## config.mk

```make
export PLATFORM = sky130hd
export DESIGN_NAME = flash_status_poll
export DESIGN_NICKNAME = d
export VERILOG_FILES = /design/src/rtl/flash_stat_pkg.sv /design/src/rtl/fsp_sector_match.sv /design/src/rtl/fsp_toggle.sv /design/src/rtl/fsp_word_build.sv /design/src/rtl/flash_status_poll.sv
export SDC_FILE = /design/constraint.sdc
export NUM_CORES = 1
export LEC_CHECK = 0
export ABC_AREA = 1
export BUFFER_PORTS_ARGS = -buffer_cell sky130_fd_sc_hd__buf_2
export CAP_MARGIN = 20
export CORE_ASPECT_RATIO = 1.2
export CORE_MARGIN = 4
export CORE_UTILIZATION = 36
export CTS_CLUSTER_SIZE = 14
export DETAILED_ROUTE_END_ITERATION = 8
export PLACE_DENSITY = 0.78
export REMOVE_ABC_BUFFERS = 1
export SYNTH_ARGS = -nofsm -noshare
export SYNTH_HDL_FRONTEND = slang
export SYNTH_SLANG_ARGS = --single-unit
```

## constraint.sdc

```tcl
create_clock -name clk -period 0.96 [get_ports clk]
set_input_delay 0.048 -clock clk [delete_from_list [all_inputs] [get_ports clk]]
set_output_delay 0.048 -clock clk [all_outputs]
set_load 0.005 [all_outputs]
```

## src/rtl/flash_stat_pkg.sv

```systemverilog
package flash_stat_pkg;

    typedef enum logic [1:0] {
        RM_ARRAY    = 2'd0,
        RM_PROG     = 2'd1,
        RM_ERASE    = 2'd2,
        RM_SUSP_HIT = 2'd3
    } rd_mode_e;

    localparam int BIT_POLL = 7;
    localparam int BIT_TGL  = 6;
    localparam int BIT_ETGL = 2;

    typedef struct packed {
        logic poll;
        logic tgl;
        logic etgl;
    } stat_bits_t;

    // Suspended-sector reads win over a running program; suspend masks erase status.
    function automatic rd_mode_e pick_mode(
        input logic busy,
        input logic is_erase,
        input logic susp,
        input logic hit
    );
        if (susp && hit)
            return RM_SUSP_HIT;
        else if (busy && !is_erase)
            return RM_PROG;
        else if (busy && !susp)
            return RM_ERASE;
        else
            return RM_ARRAY;
    endfunction

endpackage

```

## src/rtl/fsp_sector_match.sv

```systemverilog
module fsp_sector_match #(
    parameter int ADDR_W = 20,
    parameter int SECT_W = 5
) (
    input  logic [ADDR_W-1:0] addr,
    input  logic [SECT_W-1:0] sect,
    output logic              hit
);
    localparam int SECT_LSB = ADDR_W - SECT_W;

    logic [SECT_W-1:0] addr_sect;

    assign addr_sect = addr[ADDR_W-1:SECT_LSB];
    assign hit       = (addr_sect == sect);
endmodule

```

## src/rtl/fsp_toggle.sv

```systemverilog
module fsp_toggle (
    input  logic clk,
    input  logic rst,
    input  logic en,
    output logic q,
    output logic nxt
);
    assign nxt = ~q;

    always_ff @(posedge clk) begin
        if (rst)
            q <= 1'b0;
        else if (en)
            q <= nxt;
    end
endmodule

```

## src/rtl/fsp_word_build.sv

```systemverilog
module fsp_word_build #(
    parameter int DATA_W = 16
) (
    input  flash_stat_pkg::rd_mode_e   mode,
    input  flash_stat_pkg::stat_bits_t stat,
    input  logic [DATA_W-1:0]          arr,
    output logic [DATA_W-1:0]          word
);
    import flash_stat_pkg::*;

    always_comb begin
        if (mode == RM_ARRAY) begin
            word = arr;
        end else begin
            word           = '0;
            word[BIT_POLL] = stat.poll;
            word[BIT_TGL]  = stat.tgl;
            word[BIT_ETGL] = stat.etgl;
        end
    end
endmodule

```

## src/rtl/flash_status_poll.sv

```systemverilog
module flash_status_poll #(
    parameter int ADDR_W = 20,
    parameter int SECT_W = 5,
    parameter int DATA_W = 16
) (
    input  logic              clk,
    input  logic              rst,
    input  logic              rd_stb,
    input  logic [ADDR_W-1:0] rd_addr,
    input  logic [DATA_W-1:0] arr_data,
    input  logic              prog_bit,
    input  logic              busy,
    input  logic              op_erase,
    input  logic              suspended,
    input  logic [SECT_W-1:0] erase_sector,
    output logic [DATA_W-1:0] rd_data
);
    import flash_stat_pkg::*;

    localparam int N_TGL = 2;
    localparam int T_DQ6 = 0;
    localparam int T_DQ2 = 1;

    logic       stb_q;
    logic       rise;
    logic       hit;
    rd_mode_e   mode;
    logic [N_TGL-1:0] tgl_en;
    logic [N_TGL-1:0] tgl_q;
    logic [N_TGL-1:0] tgl_nx;
    stat_bits_t stat;
    logic [DATA_W-1:0] word;

    always_ff @(posedge clk) begin
        if (rst)
            stb_q <= 1'b0;
        else
            stb_q <= rd_stb;
    end

    assign rise = rd_stb & ~stb_q;

    fsp_sector_match #(
        .ADDR_W (ADDR_W),
        .SECT_W (SECT_W)
    ) u_match (
        .addr (rd_addr),
        .sect (erase_sector),
        .hit  (hit)
    );

    assign mode = pick_mode(busy, op_erase, suspended, hit);

    assign tgl_en[T_DQ6] = rise && ((mode == RM_PROG) || (mode == RM_ERASE));
    assign tgl_en[T_DQ2] = rise && hit && ((mode == RM_ERASE) || (mode == RM_SUSP_HIT));

    generate
        for (genvar g = 0; g < N_TGL; g++) begin : g_tgl
            fsp_toggle u_tgl (
                .clk (clk),
                .rst (rst),
                .en  (tgl_en[g]),
                .q   (tgl_q[g]),
                .nxt (tgl_nx[g])
            );
        end
    endgenerate

    always_comb begin
        stat = '0;
        unique case (mode)
            RM_PROG: begin
                stat.poll = ~prog_bit;
                stat.tgl  = tgl_nx[T_DQ6];
                stat.etgl = 1'b0;
            end
            RM_ERASE: begin
                stat.poll = 1'b0;
                stat.tgl  = tgl_nx[T_DQ6];
                stat.etgl = hit ? tgl_nx[T_DQ2] : tgl_q[T_DQ2];
            end
            RM_SUSP_HIT: begin
                stat.poll = 1'b1;
                stat.tgl  = 1'b1;
                stat.etgl = tgl_nx[T_DQ2];
            end
            default: stat = '0;
        endcase
    end

    fsp_word_build #(
        .DATA_W (DATA_W)
    ) u_build (
        .mode (mode),
        .stat (stat),
        .arr  (arr_data),
        .word (word)
    );

    always_ff @(posedge clk) begin
        if (rst)
            rd_data <= '0;
        else if (rise)
            rd_data <= word;
    end
endmodule

```

# After elaboration in Yosys (flattened, before gate mapping)
# Cells that the tools add are included.
[op_classes] bitwise=5 n_reduce_logical=11 n_eq_ne=4 mux=6
[op_table] operator="$mux 16" count=1
[op_table] operator="$pmux 3 s3" count=1
[op_table] operator="$logic_and 1x1->1" count=6
[op_table] operator="$mux 2" count=3
[op_table] operator="$eq 5x5->1" count=1
[op_table] operator="$eq 2x2->1 const B" count=2
[op_table] operator="$not 1->1" count=4
[op_table] operator="$eq 2x1->1 const B" count=1
[op_table] operator="$logic_not 1->1" count=2
[op_table] operator="$logic_not 2->1" count=1
[op_table] operator="$logic_or 1x1->1" count=2
[op_table] operator="$and 1x1->1" count=1
[op_table] operator="$mux 1" count=1
[totals] ff_bits=19 output_inout_bits=16 elab_cells=30

# Logic depth before layout (Yosys ltp)
[logic_depth] depth_word=8 mapped_depth=10 depth_no_buf=10

# By module
# Synthesis repeated with hierarchy kept, for this count alone.
[hier_totals] hier_cells=208 area_unflattened_um2=1290.0
[by_module_without_submodules] mod="flash_status_poll" cells_per_inst=140 area_each_um2=883.3 n_inst=1 seq_area_each_um2=340.3
[by_module_without_submodules] mod="fsp_word_build" cells_per_inst=38 area_each_um2=245.2 n_inst=1 seq_area_each_um2=0.0
[by_module_without_submodules] mod="fsp_toggle" cells_per_inst=7 area_each_um2=42.5 n_inst=2 seq_area_each_um2=20.0
[by_module_without_submodules] mod="fsp_sector_match" cells_per_inst=16 area_each_um2=76.3 n_inst=1 seq_area_each_um2=0.0

# Least setup slack after synthesis
# No wires, ideal clock.
[synth_timing] path_kind="reg-to-reg" startpoint="register stb_q" endpoint="register rd_data[6]" stages_incl_launch_ff=6 slack_ps=-78 required_time_ps=843 t_arrival_ps=921 cell_sequence="dfxtp_1 > nor2_1 > buf_2 > nand2_1 > o221ai_1 > inv_1"
[synth_between] elab_chain_len=2
[synth_rtl] item="start, declared" line_no="flash_status_poll.sv:24" text="logic stb_q;"
[synth_rtl] item="start signal, assigned" line_no="flash_status_poll.sv:38" text="stb_q <= rd_stb;"
[synth_rtl] item="$not 1->1" line_no="flash_status_poll.sv:41" text="assign rise = rd_stb & ~stb_q;"
[synth_rtl] item="$and 1x1->1" line_no="flash_status_poll.sv:41"
[synth_rtl] item="end signal, assigned" line_no="flash_status_poll.sv:104" text="rd_data <= word;"
[synth_rtl] item="end, declared" line_no="flash_status_poll.sv:16" text="output logic [DATA_W-1:0] rd_data"
# No other way between the ends.
# A chain may end at the register's enable or synchronous reset.

# Final worst setup path
[layout_timing] startpoint="register stb_q" endpoint="register g_tgl[0].u_tgl.q"
[layout_between] elab_chain_len=3
[layout_rtl] item="$not 1->1" line_no="flash_status_poll.sv:41"
[layout_rtl] item="$and 1x1->1" line_no="flash_status_poll.sv:41"
[layout_rtl] item="$logic_and 1x1->1" line_no="flash_status_poll.sv:54" text="assign tgl_en[T_DQ6] = rise && ((mode == RM_PROG) || (mode == RM_ERASE));"
[layout_rtl] item="end signal, assigned" line_no="fsp_toggle.sv:14" text="q <= nxt;"
[layout_rtl] item="end, declared" line_no="fsp_toggle.sv:5" text="output logic q,"
# No other way between the ends.

==> flow_metrics.py <==
metrics = {
    "sta": {
        "maxSlewHeadroom_pct": 76.2,
        "setup_violations": 16,
        "clock_skew_ns": 0.00106,
        "layout_setup_ws_ns": -0.0545,
        "finalMaxSlewViolations": 0,
        "rsz0062_at_grt": "yes",
        "period_share_pct": 106,
        "hold_viol": 0,
        "worst_slew_pin_slew_ns": 0.354,
        "setup_tns_ns": -0.311,
        "period_needed_ns": 1.01,
        "max_freq_mhz": 986,
    },
    "clocking": {
        "cts_tree": "built",
        "numCtsBuffers": 3,
        "cts-root-buf": "clkbuf_4",
        "cts_buffer_depth": 2,
        "numClockSinks": 19,
        "htreeDepth": 1,
        "clkLatencyLatePin_ns": 0.29,
        "clkSlewWorstSetupHoldPaths_ns": 0.10,
    },
    "placement": {
        "gp_congestion": 0.735,
        "port_buffers": 48,
        "place_inst": 214,
        "placed_area_um2": 1250,
        "dp_slack_ns": -0.201,
        "hpwl_um": 1720,
    },
    "synthesis": {
        "postSynthAreaPerCell_um2": 7.14,
        "synth_top_area_share_pct": 40.6,
        "synthTopCellsByArea": "dfxtp_1, nand2_1, a21oi_1",
        "synth-seq-cells": 19,
        "netlist_area_um2": 936,
        "yosys.cell_types.count": 23,
        "synth-seq-area-share_pct": 40.6,
        "synth_top_cell_by_area": "dfxtp_1",
        "syn_inst": 131,
        "ys_warn_count": 0,
    },
    "floorplan": {
        "die_y_um": 63.9,
        "rows": 20,
        "die_w_um": 54.5,
        "start_util_pct": 37.4,
        "core_um2": 2500,
        "die_area_um2": 3480,
        "ioPinCount": 64,
    },
    "detailed_routing": {
        "first_iter_violations": 8,
        "vias": 1078,
        "firstDrtPassIters": 5,
        "final_antenna_net_count": 0,
        "via_per_inst": 4.57,
        "routed_wl_um": 2540,
        "drcViolationCount": 0,
        "wl_per_cell_um": 10.8,
    },
    "setup_path": {
        "reg2reg_slack_ns": -0.05,
        "r2r-start": "stb_q",
        "critPathKind": "reg2reg",
        "start_kind": "register",
        "cp.required_ns": 1.15,
        "critPathMaxFanout": 4,
        "end_kind": "register",
        "arrival_ns": 1.20,
        "reg2regPathDepth": 5,
        "reg2reg_to": "g_tgl[0].u_tgl.q",
    },
    "layout": {
        "fin_cells": 236,
        "syn_to_final_growth_pct": 62.4,
        "antenna_cells": 0,
        "final_cell_area_um2": 1520,
        "fin_nets": 252,
        "layout-drive-gt1-share_pct": 40.4,
    },
    "worst_hold_path": {
        "min_delay_path_depth": 3,
        "hold_path_class": "in2reg",
        "hold_end": "stb_q",
        "hp-start": "rd_stb",
    },
    "run": {
        "cap_violations": 0,
    },
    "grt": {
        "antenna_found_initial": 0,
        "grt_max_degree": 25,
        "grt_pass1_wl_um": 4030,
        "grt_overflow": 0,
        "first_global_vias": 994,
        "grtUsageTotal_pct": 15.2,
    },
    "outcome": {
        "status": "finished, violations left",
        "failed_checks": "negative setup slack",
    },
    "pwr": {
        "power_leakage_nw": 0.791,
        "power_mw": 1.72,
        "ir_drop_v": 0.000787,
        "power_density_nw_per_um2": 1130,
    },
}
## Yosys cell counts, drive strengths merged
cell type and number:
inv 20, nand3 5, o31ai 1, dfxtp 19, xnor2 1, xor2 1
o221ai 2, nor2 10, a21oi 16, buf 2, nand2 33, clkbuf 3
o21ai 16, nand4 2
## critical path, cell delays in order, from the launching register on
cell and delay (ns):
dfxtp_2 0.34, nor2_4 0.15, buf_6 0.14, nand3_2 0.08, o21ai_1 0.16, a21oi_1 0.05
## registers in the layout, summed over array words and instances, names as in the netlist
register and flops:
g_tgl.u_tgl.q 2, stb_q 1, rd_data 16
## timing repair
| action | in CTS | in global routing |
|---|---|---|
| pin swaps | 1 | 6 |
| endpoints found under the setup margin | 17 | 18 |
| buffers inserted | 1 | 2 |
| hold buffers | 14 | 0 |
| gates cloned | 0 | 1 |
| gates resized for setup | 5 | 7 |
| hold endpoints to repair | 16 | 0 |
## stage by stage
stage                     hold WS, ns  utilization (%)
after floorplan                 0.110                -
after CTS                    0.000758             58.1
final                          0.0108             60.8
after global routing           0.0407             60.8
after detailed placement        0.265             50.1
after global placement          0.263             50.1
## cell type report
class                   count  area, µm²
fillers                   240        982
repair buffers             73        522
multi-input cells          87        474
flip-flops and latches     19        382
inverters                  20       75.1
well taps                  33       41.3
clock buffers               4       26.3
## how the worst max path moves through the flow
stage	start	to	slack (ns)	cells past startpoint
after detailed placement	erase_sector[4]	rd_data[10]	-0.20	7
after floorplan	stb_q	g_tgl[1].u_tgl.q	-0.87	6
final	stb_q	g_tgl[0].u_tgl.q	-0.05	5
after CTS	stb_q	g_tgl[1].u_tgl.q	-0.02	6
after global placement	erase_sector[4]	rd_data[11]	-0.17	7
after global routing	stb_q	g_tgl[0].u_tgl.q	-0.12	5
## metal layers
layer  vias up  share of wire (%)  global-route usage [%]  routed length, µm
met5         -                  0                       0                  0
met4         0               0.39                    5.61                 10
met3         2                9.5                    4.43                241
met2        39                 50                    26.3               1270
met1       474                 40                    16.8               1020
li1        563                  -                       -                  -
## power breakdown
part | switching, mW | internal [mW]
clock network | 0.223 | 0.161
logic | 0.216 | 0.250
registers | 0.0260 | 0.844
total | 0.464 | 1.26
## layout by cell type (no fill, tap or decap), drive strengths merged, types with 2 or more instances in the layout
cell type and instances:
dfxtp 19, clkbuf 5, a21oi 16, nand3 5
o21ai 16, nor2 10, inv 20, nand4 2
buf 58, nand2 33, o221ai 2, dlygate4sd3 14
## cell families after synthesis
logic type,synth area share (%)
and+or+nand+nor,25.9
AOI/OAI and AO/OA,20.6
buffers and inverters,11.0
DFF,40.6
xor gates and xnor gates,1.87
No activity file was read; power rests on OpenSTA's default activity.
